`src/rtl/bod_pkg.sv`:
```
package bod_pkg;
  typedef enum logic [1:0] {
    PM_RUN  = 2'd0,
    PM_IDLE = 2'd1,
    PM_PD   = 2'd2,
    PM_TPD  = 2'd3
  } pmode_e;
endpackage

```
`src/rtl/bod_sync.sv`:
```
module bod_sync #(
  parameter int W      = 1,
  parameter int STAGES = 2
) (
  input  logic         clk,
  input  logic         rst,
  input  logic [W-1:0] d_i,
  output logic [W-1:0] q_o
);
  logic [W-1:0] stg [STAGES];

  always_ff @(posedge clk) begin
    if (rst) begin
      for (int i = 0; i < STAGES; i++) stg[i] <= '0;
    end else begin
      stg[0] <= d_i;
      for (int i = 1; i < STAGES; i++) stg[i] <= stg[i-1];
    end
  end

  assign q_o = stg[STAGES-1];
endmodule

```
`src/rtl/bod_filt.sv`:
```
module bod_filt #(
  parameter int STABLE = 4
) (
  input  logic clk,
  input  logic rst,
  input  logic d_i,
  output logic q_o
);
  localparam int CW = (STABLE > 1) ? $clog2(STABLE) : 1;
  localparam logic [CW-1:0] LAST = CW'(STABLE - 1);

  logic [CW-1:0] cnt;

  always_ff @(posedge clk) begin
    if (rst) begin
      q_o <= 1'b0;
      cnt <= '0;
    end else if (d_i == q_o) begin
      cnt <= '0;
    end else if (cnt == LAST) begin
      q_o <= d_i;
      cnt <= '0;
    end else begin
      cnt <= cnt + 1'b1;
    end
  end

  // the output moves only after the input has differed for the full run
  a_r7_change_after_run: assert property (@(posedge clk) disable iff (rst)
    !$stable(q_o) |-> $past(cnt) == LAST);

  // an input that agrees with the output leaves it untouched
  a_r7_hold_when_equal: assert property (@(posedge clk) disable iff (rst)
    (d_i == q_o) |=> $stable(q_o));
endmodule

```
`src/rtl/bod_sel.sv`:
```
module bod_sel #(
  parameter int SEL_W = 2
) (
  input  logic [(1<<SEL_W)-1:0] lvl_i,
  input  logic [SEL_W-1:0]      sel_i,
  output logic                  hit_o
);
  assign hit_o = lvl_i[sel_i];
endmodule

```
`src/rtl/bod_ctrl.sv`:
```
module bod_ctrl
  import bod_pkg::*;
#(
  parameter int SEL_W       = 2,
  parameter int SYNC_STAGES = 2,
  parameter int STABLE      = 4
) (
  input  logic                  clk,
  input  logic                  rst,
  input  logic [(1<<SEL_W)-1:0] lvl_below_i,
  input  logic                  flash_below_i,
  input  logic [SEL_W-1:0]      rst_sel_i,
  input  logic [SEL_W-1:0]      irq_sel_i,
  input  logic                  irq_en_i,
  input  logic                  irq_clr_i,
  input  logic [1:0]            pmode_i,
  output logic                  rst_req_o,
  output logic                  irq_o,
  output logic                  irq_flag_o,
  output logic                  prot_o
);
  localparam int NLVL = 1 << SEL_W;
  localparam int NF   = NLVL + 1;

  logic [NF-1:0]   raw, syn, filt;
  logic [NLVL-1:0] lvl_f;
  logic            rst_hit, irq_hit;
  pmode_e          pm;
  logic            det_on, mem_on;
  logic            irq_cond, cond_q, rise, flag_d;

  assign raw = {flash_below_i, lvl_below_i};

  bod_sync #(.W(NF), .STAGES(SYNC_STAGES)) u_sync (
    .clk (clk), .rst (rst), .d_i (raw), .q_o (syn)
  );

  for (genvar g = 0; g < NF; g++) begin : g_filt
    bod_filt #(.STABLE(STABLE)) u_filt (
      .clk (clk), .rst (rst), .d_i (syn[g]), .q_o (filt[g])
    );
  end

  assign lvl_f = filt[NLVL-1:0];

  bod_sel #(.SEL_W(SEL_W)) u_sel_rst (
    .lvl_i (lvl_f), .sel_i (rst_sel_i), .hit_o (rst_hit)
  );
  bod_sel #(.SEL_W(SEL_W)) u_sel_irq (
    .lvl_i (lvl_f), .sel_i (irq_sel_i), .hit_o (irq_hit)
  );

  assign pm       = pmode_e'(pmode_i);
  assign det_on   = (pm != PM_TPD);
  assign mem_on   = (pm == PM_RUN) || (pm == PM_IDLE);
  assign irq_cond = irq_hit & det_on;
  assign rise     = irq_cond & ~cond_q;
  assign flag_d   = rise ? 1'b1 : (irq_clr_i ? 1'b0 : irq_flag_o);

  always_ff @(posedge clk) begin
    if (rst) begin
      rst_req_o  <= 1'b0;
      prot_o     <= 1'b0;
      cond_q     <= 1'b0;
      irq_flag_o <= 1'b0;
      irq_o      <= 1'b0;
    end else begin
      rst_req_o  <= rst_hit & det_on;
      prot_o     <= filt[NLVL] & mem_on;
      cond_q     <= irq_cond;
      irq_flag_o <= flag_d;
      irq_o      <= flag_d & irq_en_i;
    end
  end

  // total power-down removes the reset request on the next edge
  a_r2_tpd_no_reset: assert property (@(posedge clk) disable iff (rst)
    (pmode_i == 2'd3) |=> !rst_req_o);

  // power-down modes drop write protection
  a_r5_pd_no_prot: assert property (@(posedge clk) disable iff (rst)
    pmode_i[1] |=> !prot_o);

  // the interrupt line never rises without the flag
  a_r4_irq_needs_flag: assert property (@(posedge clk) disable iff (rst)
    irq_o |-> irq_flag_o);

  // a disabled interrupt stays low
  a_r4_disabled_quiet: assert property (@(posedge clk) disable iff (rst)
    !irq_en_i |=> !irq_o);

  // flag holds until cleared
  a_r3_flag_sticky: assert property (@(posedge clk) disable iff (rst)
    (irq_flag_o && !irq_clr_i) |=> irq_flag_o);

  // flag rises only on a new condition edge
  a_r3_set_on_edge: assert property (@(posedge clk) disable iff (rst)
    $rose(irq_flag_o) |-> $past(irq_cond) && !$past(cond_q));
endmodule

```
`config.mk`:
```
export PLATFORM = sky130hd
export DESIGN_NAME = bod_ctrl
export DESIGN_NICKNAME = d
export VERILOG_FILES = /design/src/rtl/bod_pkg.sv /design/src/rtl/bod_sync.sv /design/src/rtl/bod_filt.sv /design/src/rtl/bod_sel.sv /design/src/rtl/bod_ctrl.sv
export SDC_FILE = /design/constraint.sdc
export NUM_CORES = 1
export LEC_CHECK = 0
export BUFFER_PORTS_ARGS = -buffer_cell sky130_fd_sc_hd__clkbuf_2
export CORE_MARGIN = 1.5
export CORE_UTILIZATION = 40
export CTS_BUF_LIST = sky130_fd_sc_hd__clkbuf_16
export DETAILED_ROUTE_END_ITERATION = 6
export PLACE_DENSITY = 0.73
export SLEW_MARGIN = 15
export SYNTH_ARGS = -nofsm -noshare
export SYNTH_HDL_FRONTEND = slang
export SYNTH_SLANG_ARGS = --single-unit
```
`constraint.sdc`:
```
create_clock -name clk -period 2.6 [get_ports clk]
set_input_delay 0.26 -clock clk [delete_from_list [all_inputs] [get_ports clk]]
set_output_delay 0.26 -clock clk [all_outputs]
set_load 0.03 [all_outputs]
```
# == Word-level counts from Yosys, hierarchy flattened ==
# Memory sizes are Yosys's and may differ from the RTL's.
# Cells that the tools add are included.
# totals
ramBits,10
register_bits,20
in_bits,15
elab_cells,71
n_memories,1
# classes
order_cmp,2
eq_ne,12
addsub,5
mux,11
bitwise,13
n_reduce_logical,12
# mem_list
name,words,width,rd,rd_clocked_by_memory_dff,wr,line,rtl
u_sync.stg,2,5,2,0,2,bod_sync.sv:10,logic [W-1:0] stg [STAGES];
# ops
operator,n
OR reduction 3 bit,5
adder 2 x 1 -> 2 bit (second input constant),5
== test 2 bit (second input constant),5
2-to-1 mux 5 bit,2
AND reduction 2 bit,5
2-to-1 mux 1 bit,7
< comparator 2 x 3 -> 1 bit (second input constant),2
NOT 1 bit,6
bitwise AND 1 bit,5
== test 1 bit,5
binary-select mux 1 bit (select 2 bit),2
== test 2 x 1 -> 1 bit (second input constant),1
logical NOT 2 bit,1
inequality test 2 bit (second input constant),1
OR 1 bit,2
logical OR 1 bit,1

# == Depth between registers and ports, before layout ==
# depth
depth_word,6
depth_mapped,3
depth_no_buf,3

# == Cells and area by module ==
# Synthesis repeated with hierarchy kept, for this count alone.
# unflattened
hier_cells,88
hier_area_um2,1111.1
# modules_own_cells
module,seq_area_each_um2,cells_each,instances,area_each_um2
bod_filt,60.1,9,5,116.4
bod_sync,200.2,25,1,300.3
bod_ctrl,100.1,16,1,183.9
bod_sel,0.0,1,2,22.5

# == Worst setup path after synthesis ==
# OpenSTA, ideal clock, no wires.
# synth_path
kind,reg2reg
start,register g_filt[3].u_filt.q_o
end,register irq_flag_o
path_stages_with_launch,3
setup_ns,0.117
t_arrival_ns,1.045
n_path_buf,0
setup_slack_ns,1.437
required_time_ns,2.483
path_cell_list,dfxtp_1 -> mux4_2 -> a32o_1
# synth_via
elab_chain_len,5
# synth_lines
element,line,rtl
from (decl),bod_filt.sv:7,output logic q_o
from (signal assigned),bod_filt.sv:21,q_o <= d_i;
binary-select mux 1 bit (select 2 bit),bod_sel.sv:8,assign hit_o = lvl_i[sel_i];
2-to-1 mux 1 bit (implied by the code),bod_sel.sv:8,
bitwise AND 1 bit,bod_ctrl.sv:56,assign irq_cond = irq_hit & det_on;
bitwise AND 1 bit,bod_ctrl.sv:57,assign rise = irq_cond & ~cond_q;
2-to-1 mux 1 bit,bod_ctrl.sv:58,assign flag_d = rise ? 1'b1 : (irq_clr_i ? 1'b0 : irq_flag_o);
to (signal assigned),bod_ctrl.sv:71,irq_flag_o <= flag_d;
to (decl),bod_ctrl.sv:19,"output logic irq_flag_o,"
# Every way passes these cells. The select of a mux whose other input is x is not followed.
# A chain may end at the register's enable or synchronous reset.

# == Final worst setup path ==
# Ends and elaborated chain as after synthesis.

==> flow_summary.yaml <==
run_status:
  result_of_the_run: "finished, final reports clean"
timing:
  finalSetupViolations: 0
  timing.fmax_mhz: 807
  post-route-period-util_pct: 47.7
  slew_worst_pin_ns: 0.543
  clock-skew-final_ns: 0.00531
  max-slew-margin-rel_pct: 63.8
  setup_repair_after_global_routing_missed_its_margin: "false"
  final_hold_viol_count: 0
  final_period_minus_worst_setup_slack_ns: 1.24
  final_max_slew_viol_count: 0
  sum_of_negative_setup_slack_ns: 0
power:
  power.density_cell_area_nw_per_um2: 799
  power_frac_comb_pct: 3.1
  power.share.switching_pct: 19.4
  power.clock.fraction_pct: 50.9
  total_switching_power_uw: 200
  internal_power_uw: 831
  max-vdd-ir-drop_mv: 0.585
  power.share.sequential_pct: 46.1
  leakagePower_uw: 0.000545
global_routing:
  grt_overflow_total: 0
  grt_antenna_before_repair: 0
  first_pass_grt_wire_length_um: 2630
  grt_pass1_vias: 620
  maximum_number_of_pins_on_one_net_before_global_route_repair: 30
  global_route_usage_sum_pct: 13.3
clock_tree:
  number_of_buffers_added_for_setup_after_cts: 0
  cts.htree.levels: 2
  cts_repair_resize_count: 0
  hold_buffers: 0
  cts.reportedPaths.clkPinSlew_ns: 0.05
  tritoncts.num_buffers: 5
  clockBufferDepth: 2
  cts_tree: "done"
  insertion_delay_to_the_later_sink_of_the_worst_skew_pair_ns: 0.27
  root_buffer: "clkbuf_16"
  cts.sinks: 30
worst_hold_path:
  hp-class: "input pin to flop"
  hold_path.startpoint: "pmode_i[1]"
drt:
  drc: 0
  routed-via-count: 679
  routed_wl_um: 1670
  detail_route.iter0.violations: 10
  number_of_nets_with_antenna_violations_after_routing: 0
  viasPerCell: 4.96
  routedWlPerCell_um: 12.2
  drt_pre_antenna_iters: 4
floorplan:
  io_pins: 19
  effective_utilization_at_floorplan_pct: 42.0
  core_um2: 2480
  dieWidth_um: 54.0
  die-height_um: 54.0
  die-area_um2: 2910
  floorplan.rows: 18
cells_and_area:
  final_core_util_pct: 52.1
  area.growth.synth_to_final_pct: 24.2
  share_of_cells_above_drive_strength_1_pct: 24.3
  nNetsFinal: 126
  antenna_cells_inserted: 0
  stdcell_area_um2: 1290
setup_path:
  arrival_ns: 1.40
  path_class: "flop to flop"
  crit_path_start_kind: "flop"
  path_max_fanout: 4
  setup.worst_path.end_class: "flop"
  regToRegStartpoint: "g_filt[3].u_filt.q_o$_SDFFE_PP0P_"
  worstSetupStartpoint: "g_filt[3].u_filt.q_o$_SDFFE_PP0P_"
  worstPathRequired_ns: 2.76
placement:
  port_buffers: 18
  placed_cell_area_um2: 1150
  detailedPlacementHpwl_um: 1190
  gp_congestion: 0.708
synth:
  yosys_warnings: 0
  share_of_the_synthesized_area_in_compound_gates_ao_oa_aoi_oai_pct: 2.41
  seq_total_area_yosys_pct: 57.8
  synth_top_family_by_area: "simple AND/OR/NAND/NOR gates"
  synth-adder-area-share_pct: 6.02
  yosysTopAreaCell: "dfxtp_1"
  synth_xor_xnor_area_share_pct: 4.21
  mappedNetlistArea_um2: 1040
  synth_nets: 104
  synth_largest_type_area_fraction_pct: 57.8
  syn_avg_cell_area_um2: 12.4
  synthMuxAreaShare_pct: 9.51
  yosys_register_bits: 30
  synth_cell_type_count: 20
  post_synth_main_area_contributors: "dfxtp_1, ha_1, nor2b_1"
  synth_simple_gate_area_share_pct: 18.4
  post_synth_inst_count: 84
job:
  maxCapViolations: 0
[Yosys cell counts]
cell	number
nor2b_1	10
nor4_1	5
a32o_1	1
nor4b_1	5
nor4bb_1	1
inv_1	1
clkbuf_1	1
a41o_1	1
nor2_1	6
a21oi_1	1
dfxtp_1	30
ha_1	5
mux2i_1	5
and2_2	1
mux4_2	1
mux4_1	1
xnor2_1	5
buf_2	2
nor3b_1	1
and2_1	1
[sequential cells by signal (all words and copies together) (netlist names)]
signal / cells
prot_o: 1
rst_req_o: 1
g_filt.u_filt.q_o: 5
irq_flag_o: 1
irq_o: 1
cond_q: 1
g_filt.u_filt.cnt: 10
u_sync.stg: 10
[stage by stage]
stage	hold slack [ns]	setup slack (ns)	std cells	total power (uW)
detailed placement	0.423	1.33	129	516
finish	0.175	1.36	137	1030
global route	0.188	1.31	137	1070
CTS	0.175	1.36	137	1040
global placement	0.413	1.36	129	514
floorplan	0.336	1.44	84	501
[critical path: stages (launching register included)]
cell and delay, ns:
dfxtp_1 0.34, mux4_2 0.52, a32o_1 0.28
[layer usage]
layer	vias up	part of all wire [%]	global-route usage, %
met5	-	0	0
met3	5	5.3	5.56
met2	18	47	18.7
li1	339	-	-
met1	317	45	15.8
met4	0	2.0	10.8
[final timing paths]
kind / endpoint / slack (ns) / depth (start not counted)
setup / recovery: irq_flag_o$_SDFF_PP0_ / 1.36 / 2
hold / removal: prot_o$_SDFF_PP0_ / 0.18 / 2
setup reg to reg: irq_flag_o$_SDFF_PP0_ / 1.36 / 2
hold reg to reg: u_sync.stg[0][6]$_SDFF_PP0_ / 0.43 / 1
[power by group through the flow]
stage          Combinational [uW]  Sequential, uW  Clock, uW
2_1_floorplan                18.7             483          0
3_3_place_gp                 30.9             483          0
3_5_place_dp                 32.2             484          0
4_1_cts                      32.2             475        532
5_1_grt                      35.4             475        555
6_report                     31.7             475        524
[cells in the final DEF, fill, tap and decap left out]
cell	count
mux4_1	1
clkbuf_2	18
mux4_2	1
nor2_1	6
xnor2_1	5
nor3b_1	1
nor2b_1	10
ha_1	5
a41o_1	1
and2_2	1
clkinv_2	1
and2_1	1
inv_1	2
dfxtp_1	30
nor4_1	5
clkinv_1	1
a21oi_1	1
nor4bb_1	1
clkbuf_16	5
nor4b_1	5
mux2i_1	5
a32o_1	1
[cells by family (layout without fill, tap and decap cells)]
logic type	Yosys count	after routing
compound gates	3	3
xor+xnor	5	5
fa+ha+maj	5	5
buf+inv	4	27
flops	30	30
mux	7	7
simple gates	30	30
[final cells by class]
| class | instances | area (um^2) |
|---|---|---|
| fillers | 235 | 1190 |
| flip-flops and latches | 30 | 601 |
| multi-input cells | 50 | 422 |
| clock buffers | 5 | 125 |
| repair buffers | 18 | 90.1 |
| well taps | 30 | 37.5 |
| clock inverters | 3 | 12.5 |
| inverters | 1 | 3.75 |
No activity file was read; power rests on OpenSTA's default activity.
